==> src/rtl/chxb_pkg.sv <==
package chxb_pkg;

    typedef enum logic {
        CFG_STEADY,
        CFG_WAIT_MARK
    } cfg_state_t;

endpackage

==> src/rtl/chxb_cfg.sv <==
module chxb_cfg
    import chxb_pkg::*;
#(
    parameter int NCH   = 16,
    parameter int SELW  = 4,
    parameter int CODEW = 3
) (
    input  logic                  clk,
    input  logic                  rst_n,
    input  logic                  ce,
    input  logic                  pps_in,
    input  logic                  cfg_wr,
    input  logic [CODEW-1:0]      cfg_code,
    input  logic [NCH*SELW-1:0]   cfg_map,
    output logic [CODEW-1:0]      act_code,
    output logic [NCH*SELW-1:0]   act_map,
    output logic [NCH-1:0]        act_en
);

    localparam int LOG2N = $clog2(NCH);
    localparam logic [CODEW-1:0] FULL_CODE = CODEW'(LOG2N);

    function automatic logic [NCH*SELW-1:0] ident_map();
        logic [NCH*SELW-1:0] m;
        for (int i = 0; i < NCH; i++) begin
            m[i*SELW +: SELW] = SELW'(i);
        end
        return m;
    endfunction

    cfg_state_t state_q, state_d;
    logic [CODEW-1:0]    stg_code;
    logic [NCH*SELW-1:0] stg_map;
    logic                mark;

    assign mark = ce && pps_in;

    // state register
    always_ff @(posedge clk or negedge rst_n) begin
        if (!rst_n) state_q <= CFG_STEADY;
        else        state_q <= state_d;
    end

    // next state
    always_comb begin
        state_d = state_q;
        unique case (state_q)
            CFG_STEADY:    if (cfg_wr) state_d = CFG_WAIT_MARK;
            CFG_WAIT_MARK: if (cfg_wr) state_d = CFG_WAIT_MARK;
                           else if (mark) state_d = CFG_STEADY;
            default:       state_d = CFG_STEADY;
        endcase
    end

    // staged and active settings
    always_ff @(posedge clk or negedge rst_n) begin
        if (!rst_n) begin
            stg_code <= FULL_CODE;
            stg_map  <= ident_map();
            act_code <= FULL_CODE;
            act_map  <= ident_map();
        end else begin
            if (cfg_wr) begin
                stg_code <= cfg_code;
                stg_map  <= cfg_map;
            end
            if (state_q == CFG_WAIT_MARK && mark) begin
                act_code <= stg_code;
                act_map  <= stg_map;
            end
        end
    end

    // active channel mask: lowest N bits
    always_comb begin
        int n;
        if (act_code >= FULL_CODE) n = NCH;
        else                       n = 1 << act_code;
        for (int i = 0; i < NCH; i++) begin
            act_en[i] = (i < n);
        end
    end

endmodule

==> src/rtl/chxb_capture.sv <==
module chxb_capture #(
    parameter int NCH = 16
) (
    input  logic           clk,
    input  logic           rst_n,
    input  logic           ce,
    input  logic           pps_in,
    input  logic [NCH-1:0] din,
    output logic           s1_pps,
    output logic [NCH-1:0] s1_data
);

    always_ff @(posedge clk or negedge rst_n) begin
        if (!rst_n) begin
            s1_pps  <= 1'b0;
            s1_data <= '0;
        end else if (ce) begin
            s1_pps  <= pps_in;
            s1_data <= din;
        end
    end

endmodule

==> src/rtl/chxb_xbar.sv <==
module chxb_xbar #(
    parameter int NCH  = 16,
    parameter int SELW = 4
) (
    input  logic                clk,
    input  logic                rst_n,
    input  logic                ce,
    input  logic                s1_pps,
    input  logic [NCH-1:0]      s1_data,
    input  logic [NCH*SELW-1:0] act_map,
    input  logic [NCH-1:0]      act_en,
    output logic [NCH-1:0]      dout,
    output logic [NCH-1:0]      vld,
    output logic                pps_out
);

    logic [NCH-1:0] picked;

    for (genvar g = 0; g < NCH; g++) begin : g_lane
        logic [SELW-1:0] sel;
        assign sel       = act_map[g*SELW +: SELW];
        assign picked[g] = s1_data[sel] & act_en[g];
    end

    always_ff @(posedge clk or negedge rst_n) begin
        if (!rst_n) begin
            dout    <= '0;
            vld     <= '0;
            pps_out <= 1'b0;
        end else if (ce) begin
            dout    <= picked;
            vld     <= act_en;
            pps_out <= s1_pps;
        end
    end

endmodule

==> src/rtl/chan_xbar_rx.sv <==
module chan_xbar_rx #(
    parameter int NCH   = 16,
    parameter int SELW  = 4,
    parameter int CODEW = 3
) (
    input  logic                clk,
    input  logic                rst_n,
    input  logic                ce,
    input  logic                pps_in,
    input  logic [NCH-1:0]      din,
    input  logic                cfg_wr,
    input  logic [CODEW-1:0]    cfg_code,
    input  logic [NCH*SELW-1:0] cfg_map,
    output logic [NCH-1:0]      dout,
    output logic [NCH-1:0]      vld,
    output logic                pps_out
);

    logic [CODEW-1:0]    act_code;
    logic [NCH*SELW-1:0] act_map;
    logic [NCH-1:0]      act_en;
    logic                s1_pps;
    logic [NCH-1:0]      s1_data;

    chxb_cfg #(.NCH(NCH), .SELW(SELW), .CODEW(CODEW)) u_cfg (
        .clk(clk), .rst_n(rst_n), .ce(ce), .pps_in(pps_in),
        .cfg_wr(cfg_wr), .cfg_code(cfg_code), .cfg_map(cfg_map),
        .act_code(act_code), .act_map(act_map), .act_en(act_en)
    );

    chxb_capture #(.NCH(NCH)) u_cap (
        .clk(clk), .rst_n(rst_n), .ce(ce), .pps_in(pps_in), .din(din),
        .s1_pps(s1_pps), .s1_data(s1_data)
    );

    chxb_xbar #(.NCH(NCH), .SELW(SELW)) u_xbar (
        .clk(clk), .rst_n(rst_n), .ce(ce), .s1_pps(s1_pps),
        .s1_data(s1_data), .act_map(act_map), .act_en(act_en),
        .dout(dout), .vld(vld), .pps_out(pps_out)
    );

endmodule

==> config.mk <==
export PLATFORM = sky130hd
export DESIGN_NAME = chan_xbar_rx
export DESIGN_NICKNAME = d
export VERILOG_FILES = /design/src/rtl/chxb_pkg.sv /design/src/rtl/chxb_cfg.sv /design/src/rtl/chxb_capture.sv /design/src/rtl/chxb_xbar.sv /design/src/rtl/chan_xbar_rx.sv
export SDC_FILE = /design/constraint.sdc
export NUM_CORES = 1
export LEC_CHECK = 0
export CAP_MARGIN = 20
export CORE_AREA = 4 4 137 139
export DETAILED_ROUTE_END_ITERATION = 10
export DIE_AREA = 0 0 141 143
export PLACE_DENSITY = 0.79
export SYNTH_ARGS = -nofsm -noshare
export SYNTH_HDL_FRONTEND = slang
export SYNTH_HIERARCHICAL = 1
export SYNTH_SLANG_ARGS = --single-unit
==> constraint.sdc <==
create_clock -name clk -period 2.4 [get_ports clk]
set_clock_uncertainty 0.1 [all_clocks]
set_input_delay 0.48 -clock clk [delete_from_list [all_inputs] [get_ports clk]]
set_output_delay 0.48 -clock clk [all_outputs]
set_load 0.005 [all_outputs]
Word-level counts from Yosys, hierarchy flattened
Index checks and enable logic that the tools add are counted.
- bits in registers: 185
- word-level logic and storage cells: 100
- memories: 0
- bits in writable memories: 0
- input port bits: 88
- bits in latches: 0
- ROM bits: 0
- div/mod/pow operators: 0
- reduce and logical (&&, ||, !) cells: 2
- bitwise gates (word level): 17
- magnitude comparators: 33
- muxes and demuxes: 37
- $mul: 0
- equality and inequality tests: 0
- $add $sub $neg: 0
- shift-type cells: 1
- operators with widths (kind ; number):
    $lt A5 B32 Y1 const A ; 8
    $lt A4 B32 Y1 const A ; 4
    $lt A4 B5 Y1 const B ; 16
    $bmux W1 S4 ; 16
    $lt A3 B32 Y1 const A ; 2
    $lt A1 B32 Y1 const A ; 1
    $lt A2 B32 Y1 const A ; 1
    $mux W32 ; 1
    $shl A1 B3 Y32 const A ; 1
    $mux W1 ; 19
    $and A1 B1 Y1 ; 16
    $ge A3 B3 Y1 const B ; 1
    $logic_and A1 B1 Y1 ; 2
    $pmux W1 S2 ; 1
    $not A1 Y1 ; 1

Logic depth before layout (Yosys ltp)
- depth in word-level cells: 4
- mapped depth: 6
- depth with buffers taken out: 5

Hierarchy
Netlist, hierarchy kept.
- by module, submodules not included (module ; times used ; cells each ; area an instance (um^2) ; sequential area each (um^2)):
    chxb_cfg ; 1 ; 305 ; 5311.3 ; 3460.8
    chxb_xbar ; 1 ; 329 ; 3683.5 ; 825.8
    chxb_capture ; 1 ; 36 ; 685.7 ; 425.4

Worst setup path after synthesis
Ideal clock, no wire load.
- kind: reg-to-reg
- start point: reg u_cfg.act_map[44]
- end point: reg u_xbar.dout[11]
- required time: 2164 ps
- setup slack: 724 ps
- period minus slack after synthesis: 1676 ps
- cell stages (with the launch flop): 5
- library setup time: 136 ps
- arrival time: 1440 ps
- cell sequence: dfstp_2 > buf_2 > mux4_1 > mux2i_1 > o311ai_1
- cells in the longest elaborated chain, start to end: 3
- RTL lines (item ; RTL line ; source):
    start, declared ; chxb_cfg.sv:16 ; output logic [NCH*SELW-1:0] act_map,
    start signal, assigned ; chxb_cfg.sv:61 ; act_map <= ident_map();
    start signal, assigned ; chxb_cfg.sv:69 ; act_map <= stg_map;
    $bmux W1 S4 ; chxb_xbar.sv:22 ; assign picked[g] = s1_data[sel] & act_en[g];
    $mux W1 (implied by the code) ; chxb_xbar.sv:22 ;
    $and A1 B1 Y1 ; chxb_xbar.sv:22 ;
    end signal, assigned ; chxb_xbar.sv:31 ; dout <= picked;
    end, declared ; chxb_xbar.sv:12 ; output logic [NCH-1:0] dout,
Every way passes these cells. The select of a mux whose other input is x is not followed.
A chain may end at the register's enable or synchronous reset.

Worst setup path after layout
- start point: reg u_xbar.dout[6]
- end point: out dout[6]
- RTL lines (item ; RTL line ; source):
    end, declared ; chan_xbar_rx.sv:14 ; output logic [NCH-1:0] dout,
No word-level cell between the ends.

==> results list <==
* Die footprint: about 0.020 mm2
* Met1 wire length: about 9200 um
- GPL Wtd Cong: 0.8046
* Register bit count reported by yosys: 185
- The tree is rooted in a clkbuf_16.
- Fraction of the yosys area taken by sequential cells: 48.68%
* Reg2reg path depth: 3
- The highest layer touched by signal routing is met4.
* Commonest non-fill, non-tap cell in the layout: dfrtp_1
- Actual transition at the worst max-transition pin: between 0.8 and 0.9 ns
- Wires add up to 22360 um.
* Net switching component of the power: 0.002790 W
* Flop-to-flop setup slack: between 0.5 and 0.6 ns
- PostCTS Resize Cnt: 0
- Share of final-layout standard cells stronger than drive strength 1: 39.58%
- The Yosys step of the flow raised 6 warnings.
- Final setup violation count: 0
- The initialized floorplan defines 49 standard-cell rows.
* I/O pin total: 121
* Type of the tightest min-delay check: in -> reg
* Number of antenna violations at the first check in global routing: 0
* Cell leakage power: 4.796 nW
- STA classifies the critical path startpoint as a flip-flop.
* Number of cells after detailed placement: 964
* Synth Instances: 670
- Once the floorplan was initialized, standard cells occupied 54.83% of the core.
- After layout, the worst path uses 82.05% of the clock period.
- FMAX: 507.8 MHz
- The worst setup path is captured at an output port.
- Net total in the final layout: ~840
* Worst hold slack: between 0.3 and 0.4 ns
- Number of hold-slack violations in the final timing report: 0
- Clock insertion delay at the later pin of the skew report: 0.43 ns
* Number of setup buffers added after CTS: 0
* Syn Area/Cell: 14.45 um2
- Clock slew at the register clock pins of the worst setup and hold paths: 0.07 ns
* Tightest slew margin relative to the limit: 46.30%
* CTS tree: built
* Origin of the critical flop-to-flop path: u_cap/s1_data[6]
- DIE WIDTH: about 140 um
* Share of power burned in registers: around half
* Number of cells in the finished layout apart from fillers: around 1000
- Clock group share of total power: 27.0%
- Combinational cells account for 24.3% of the total power.
- Commonest cells after routing, fill and taps aside: dfrtp_1, clkdlybuf4s50_1, mux2_2, dfstp_2, mux2i_1
- Global routing consumed, over all layers together, 22.88% of the routing resources.
* Number of port buffers: 120
- 0 antenna diodes ended up in the layout.
- After synthesis, the netlist uses 28 different library cells.
* PwrDens: 845.0 mW/mm2
- For this run, the slowest stage of the critical path takes about 0.54 ns.
* Critical path's slowest cell: clkdlybuf4s50_1
- Height of the chip: 143 um
- Summed over all instances, the cell type with the most area after synthesis is dfrtp_1.
- The clock drives between 150 and 200 sinks.
* Syn Std Cell Area: just under 0.01 mm2
- By area the synthesized netlist is led by dfrtp_1, dfstp_2, mux2_2.
* Hold_buf cts: 1
- Setup TNS: 0 ns
- The first detailed-routing pass took 5 iterations.
- Synthesized net count: 758
- Counting both buffers and inverters, the worst setup path holds a total of 1.
- Synth top area share: 30.76%
- Cell-by-cell trace of the critical path: clkdlybuf4s50_1
- Grouping stages by cell kind, the critical path spends the most delay in buffers and inverters.
- TritonCTS created 17 clock buffers.
- Residual overflow from global routing: 0
- Max-Cap Viols: 0
- The first global-routing pass estimated 36010 um of wire.
* Via count of the routed design: between 6000 and 7000
- Area growth, synth to finish: 17.69%
* Worst IR drop on VDD: 523.2 uV
- The via count of the first global-routing pass was 6584.
* Critical Path Fanout Max: 2
- The most critical setup path has its startpoint at u_xbar/dout[6].
- Run status: finished, final reports clean
- After detailed routing, the number of vias per cell comes to slightly above 6.
* Number of gates on the worst path with buffers counted: 1
- Max Root-Sink Buffers: 2
* Total internal power: 0.006837 W
- For the worst setup path, the data arrival time is 1.39 ns.
- The worst setup path is of the reg -> out kind.
- Setup repair after global routing missed its margin: no
- Net Sw Frac: 28.98%
* Worst path required time: between 1.5 and 2 ns
* DR WL met2: 11270 um
* H-Tree Depth: 4
- The total area inside the core boundary comes to 0.01766 mm2.
* Final Critical Period: 1.969 ns
- Maximum number of pins on one net before global-route repair: 81
- Initial DRC count: 574
* Average routed wire per standard cell: 22.42 um
* Overall power consumption: 0.009627 W
- DRC: 0
- Post-detailed-placement half-perimeter wirelength: 14240 um
* Pins over their slew limit: 0
* Worst Setup Slack, final: 0.4308 ns
- Worst R2R End: u_xbar/dout[11]
- # fillers: approximately 1300
- OpenSTA, run right after detailed placement, puts the worst setup slack at 0.4386 ns.
- Number of nets with antenna violations after detailed routing: 0
* Wire length on met3: 1515 um
- The most critical setup path has its endpoint at dout[6].
flip-flops by register name (all words and copies together) (netlist names):
name	cells
u_xbar/dout	16
u_cfg/stg_code	3
u_xbar/vld	16
u_cfg/stg_map	64
u_xbar/pps_out	1
u_cap/s1_data	16
u_cfg/act_map	64
u_cfg/act_code	3
u_cap/s1_pps	1
u_cfg/state_q	1
worst min path at each step:
stage	from	cells past startpoint	slack [ns]	endpoint
after floorplan	rst_n	0	0.08	u_cap/s1_data[0]
after global placement	rst_n	1	0.38	u_xbar/vld[11]
after detailed placement	rst_n	1	0.38	u_xbar/vld[11]
after CTS	ce	2	0.31	u_xbar/pps_out
after global routing	ce	2	0.33	u_xbar/pps_out
final	ce	2	0.33	u_xbar/pps_out
per-layer routing:
metal | GRT usage [%] | vias to the layer above
met1 | 29.94 | 3163
met5 | 0 | -
met3 | 5.593 | 37
met2 | 37.93 | 276
met4 | 7.547 | 0
li1 | - | 2658
synthesized netlist by cell type:
master / instances
a21o_1: 5
a311oi_1: 6
a31oi_1: 10
buf_12: 1
buf_2: 22
buf_4: 3
buf_6: 24
clkbuf_1: 16
conb_1: 1
dfrtp_1: 119
dfstp_2: 66
inv_1: 38
mux2_2: 112
mux2_4: 40
mux2i_1: 48
mux4_1: 18
mux4_2: 30
nand2_1: 17
nand2b_1: 10
nand3_1: 32
nand3_2: 1
o211ai_1: 8
o211ai_2: 8
o21ai_0: 16
o221ai_1: 6
o311ai_1: 10
or2_2: 2
or3_1: 1
power by group through the flow:
stage               registers, W  clock network [W]  logic, W
floorplan                0.00426                  0   0.00187
global placement         0.00467                  0   0.00221
detailed placement       0.00471                  0   0.00232
CTS                      0.00468            0.00265   0.00234
global route             0.00478            0.00279   0.00250
finish                   0.00468            0.00260   0.00234
layout make-up:
cell class	count	area, um2	area share [%]
Multi-Input combinational cell	381	4350	38.18
Tap cell	229	286.5	2.515
Inverter	38	142.6	1.252
Timing Repair Buffer	132	1348	11.83
Clock inverter	10	70.07	0.6150
Sequential cell	185	4712	41.36
Clock buffer	22	484.2	4.250
through the flow:
stage	util, %	area [um2]
after floorplan	-	9681
after global placement	61.33	10830
after detailed placement	61.33	10830
after CTS	64.53	11390
after global routing	64.53	11390
final	64.53	11390
logic make-up after synthesis:
logic type,synth area share [%]
mux,36.06
other cells,0.03874
flops,48.68
buf+inv,6.463
compound gates,5.506
simple gates,3.257
No activity file was read; power rests on OpenSTA's default activity.
